### config.mk
export PLATFORM = sky130hd
export DESIGN_NAME = burst_addr_gen
export DESIGN_NICKNAME = d
export VERILOG_FILES = /design/src/rtl/burst_addr_gen.sv
export SDC_FILE = /design/constraint.sdc
export NUM_CORES = 1
export LEC_CHECK = 0
export ABC_AREA = 1
export BUFFER_PORTS_ARGS = -buffer_cell sky130_fd_sc_hd__buf_2
export CAP_MARGIN = 20
export CORE_MARGIN = 3
export CORE_UTILIZATION = 45
export DETAILED_ROUTE_END_ITERATION = 10
export MAX_ROUTING_LAYER = met4
export PLACE_DENSITY_LB_ADDON = 0.12
export SYNTH_ARGS = -nofsm -noshare
export SYNTH_HDL_FRONTEND = slang
export SYNTH_SLANG_ARGS = --single-unit
### constraint.sdc
create_clock -name clk -period 3.9 [get_ports clk]
set_clock_uncertainty 0.2 [all_clocks]
set_input_delay 0 -clock clk [delete_from_list [all_inputs] [get_ports clk]]
set_output_delay 0 -clock clk [all_outputs]
set_load 0.02 [all_outputs]
### src/rtl/burst_addr_gen.sv
module burst_addr_gen #(
  parameter int AW = 17
) (
  input  logic          clk,
  input  logic          rst_n,
  input  logic [AW-1:0] ext_addr,
  input  logic          stb_n,
  input  logic          cnt_n,
  input  logic          clr_n,
  output logic [AW-1:0] mem_addr
);

  localparam logic [AW-1:0] ZERO = '0;
  localparam logic [AW-1:0] ONE  = AW'(1);

  logic [AW-1:0] cnt_q;

  assign mem_addr = !clr_n ? ZERO     :
                    !stb_n ? ext_addr :
                    !cnt_n ? cnt_q + ONE :
                             cnt_q;

  always_ff @(posedge clk or negedge rst_n) begin
    if (!rst_n) cnt_q <= ZERO;
    else        cnt_q <= mem_addr;
  end

endmodule


* Word-level counts from Yosys, hierarchy flattened
Cells that the tools add are included.
Cells by class: add/subtract/negate cells 1, multiplexer cells 3
Operators by type and width (count):
- $mux W17 | 3
- $add A17 B1 Y17 const B | 1
Word-level totals: logic and storage cells 5, output and inout bits 17, register bits after elaboration 17, bits of input ports 22

* Depth between registers and ports, before layout
depth after elaboration 4, gate-level depth with buffers 9, mapped depth without buffers 9

* Worst setup path after synthesis
OpenSTA, ideal clock, no wires.
path type register -> register, start reg cnt_q[0], end reg cnt_q[8], path slack 2.283 ns, buffers on the path 0, required time 3.600 ns, clock period less this slack 1.617 ns, library setup time 0.100 ns, data arrival time 1.317 ns, cell stages (with the launch flop) 9, cells stage by stage dfrtp_1 -> ha_1 -> nand2_4 -> nor2_4 -> nand2_4 -> or2_1 -> nand3_1 -> nand2_1 -> inv_1
On the way: longest elaborated chain between the ends 4
Ends and longest elaborated chain:
- start: declaration | RTL line 16 | logic [AW-1:0] cnt_q;
- start signal: assignment | RTL line 25 | else cnt_q <= mem_addr;
- $add A17 B1 Y17 | RTL line 20 | !cnt_n ? cnt_q + ONE :
- $mux W17 | RTL line 20
- $mux W17 | RTL line 19 | !stb_n ? ext_addr :
- $mux W17 | RTL line 18 | assign mem_addr = !clr_n ? ZERO :
- named net mem_addr[8] | RTL line 10 | output logic [AW-1:0] mem_addr
The timed path passes the listed nets, and every way through them passes these cells.

* Final worst setup path
start reg cnt_q[0], end out mem_addr[4]
On the way: longest elaborated chain between the ends 4
Ends and longest elaborated chain (RTL line):
- $add A17 B1 Y17 | 20
- $mux W17 | 20
- $mux W17 | 19
- $mux W17 | 18
- end: declaration | 10
No other way between the ends.

==> run metrics <==
status=complete, no violations; worst hold path class=input pin to flop; first-pass GRT wire length=5285 um; number of global-route vias before repair=1,257; worst IR drop on VDD=0.1727 mV; clock latency on the worst-skew pair=290 ps; post-synthesis adder-cell area fraction=1.037%; Worst setup EP type=primary output; critical path required time=3700 ps; max-slew violation count=0; row count=18; max FFs per register=17; compound-gate portion of the synthesized area=8.817%; max incr delay on CP=590 ps; Ant. Diodes=0; P&R area growth vs syn=41.18%; Worst Hold Depth=4; cells taking the most area after synthesis=dfrtp_1 (35%), nand2_1 (14%), inv_1 (11%); WP data arrival=2360 ps; CP startpoint kind=flop; simple-gate share of the synthesized area=40.98%; initial antenna violation count=0; final hold slack=69.33 ps; die area=3337 sq um; clk slew on worst S/H paths=110 ps; reg2reg end=cnt_q[4]; Ys Warns=0; Yosys reg bits=17; Final min period=2561 ps; port bufs=38; Nets=275; Initial DRC Count=33; # H-tree levels=1; FF-to-FF path depth=7; RSZ-0062 raised after global routing=false; highest-delay cell along the critical path=dlygate4sd3_1; CTS Buf Count=3; post-synthesis xor/xnor area fraction=0.7261%; Hold EP=cnt_q[8]; share of the synthesized area in the top cell type=35.27%; largest family of logic cells by synthesized area=simple AND/OR/NAND/NOR gates; Synthesized Nets=209; CTS tree=yes; starting density of the core=47.82%; share of layout cells above drive strength 1=20.32%; core area=2522 sq um; Die H=57.77 um; mean post-synth cell area=6.485 sq um; post-DR vias/cell=4.730; family with the most delay on the worst path=buffers and inverters; Remaining DRCs=0; Root Buffer=clkbuf_4; placed cell areas=1406 sq um; Final setup viols=0; Leakage=0.0009193 uW; mux cell area share after synthesis=0%; largest reg by FF count=cnt_q; area leader, netlist=dfrtp_1; largest net degree at the start of global routing=33; FF-to-FF Start=cnt_q[0]; Clock Path Buffers=2; DR vias=1,329; # IOs=39; CTS sink cnt=17; wire per inst=11.10 um; CP Buf/Inv Count=3; Mapped Area=1206 sq um; Slew @ Worst Pin=812.4 ps; Top Registers=cnt_q (17); DR pass1 iterations=4; kind of critical path=flop to primary output; period utilization=65.67%; power per cell area=246.1 nW/um^2; crit-path cells=ha_1 > nand4_1 > or2_2 > nand3_1 > o211ai_1 > dlygate4sd3_1 > inv_1 > buf_2; crit path max fanout=4; design area=1703 sq um; Max-Slew Margin vs Limit=45.66%; antenna viol nets, final=0; register area share after synthesis=35.27%; GR Overflow Total=0; GPL Wtd Cong=0.8572; Final Hold Fails=0; r2r setup slk=1740 ps; overall global routing resource usage=20.75%; final WL=3118 um; count of cell types in the netlist=24; total power=419.1 uW; Fmax=390.5 MHz; post-DP HPWL=2142 um; Hold Path Origin=stb_n; Die X=57.77 um; total negative slack=0 ps; max_cap viols=0; Mapped Cells=186; cts repair resizes=0
-- synth_stat cells --
library cell,number
a31oi_1,1
clkbuf_4,1
inv_2,1
nand2_4,2
inv_1,34
xnor2_1,1
or2_2,1
dlymetal6s2s_1,1
a21oi_1,3
nor3_1,1
nor2_1,31
nand2_1,44
dfrtp_1,17
o21ai_1,1
nand4_1,2
nor2_2,3
nor2_4,3
o21ai_0,10
nand3b_1,1
clkbuf_1,2
nand3_1,20
ha_1,1
o211ai_1,4
or2_1,1
-- metrics by stage --
stage | std cells | worst slack (ps) | utilization, %
floorplan | 186 | 2283 | -
global placement | 250 | 2275 | 55.75
detailed placement | 250 | 2251 | 55.75
CTS | 281 | 1370 | 67.51
global route | 281 | 1169 | 67.51
finish | 281 | 1339 | 67.51
-- routing by layer --
layer / global-route usage, % / vias to the layer above / routed length (um)
met5: - / - / 0
met4: 6.954 / 0 / 35
met3: 2.673 / 5 / 135
met2: 34.52 / 30 / 1459
met1: 25.98 / 592 / 1487
li1: - / 702 / -
-- area by class of cell --
| cell class | instances | area, sq um |
|---|---|---|
| multi-input cells | 130 | 621.8 |
| flip-flops and latches | 17 | 425.4 |
| fillers | 247 | 819.5 |
| inverters | 35 | 131.4 |
| well taps | 30 | 37.54 |
| repair buffers | 65 | 460.4 |
| clock buffers | 4 | 26.28 |
-- cell usage in the layout (no fill, tap or decap), types with 3 or more instances in the layout --
| cell | instances |
|---|---|
| nand2_1 | 44 |
| dlygate4sd3_1 | 27 |
| a21oi_1 | 3 |
| nor2_1 | 31 |
| nor2_2 | 3 |
| buf_2 | 38 |
| nand3_1 | 20 |
| clkbuf_4 | 3 |
| o21ai_0 | 10 |
| inv_1 | 34 |
| dfrtp_1 | 17 |
| o211ai_1 | 4 |
| nor2_4 | 3 |
-- logic make-up after synthesis --
family          count (synthesis)
simple gates                  109
fa+ha+maj                       1
xor+xnor                        1
buf+inv                        39
flops                          17
compound gates                 19
-- report_power, final --
group / total, uW / switching, uW / leakage, uW / internal, uW
clock network: 101 / 61.4 / 0.0000150 / 39.8
registers: 201 / 12.8 / 0.000220 / 188
logic: 117 / 64.0 / 0.000684 / 53.1
total: 419 / 138 / 0.000919 / 281
-- worst register-to-register path: stages (launching register included) --
cell and delay (ps):
dfrtp_1 420, ha_1 250, nand4_1 130, or2_2 290, nand3_1 70, o211ai_1 90
dlygate4sd3_1 590, inv_1 70
-- repair_timing --
action | 4_1_cts | 5_1_grt
hold buffers | 27 | 0
endpoints found under the hold margin | 34 | 0
buffers inserted | 0 | 0
-- how the worst max path moves through the flow --
stage              from     endpoint  depth (start not counted)
2_1_floorplan  cnt_q[0]     cnt_q[8]                          8
3_3_place_gp   cnt_q[0]  mem_addr[8]                          9
3_5_place_dp   cnt_q[0]  mem_addr[8]                          9
4_1_cts        cnt_q[0]  mem_addr[4]                          8
5_1_grt        cnt_q[0]  mem_addr[4]                          8
6_report       cnt_q[0]  mem_addr[4]                          8
Note: power is estimated with default switching activity, not from simulation.
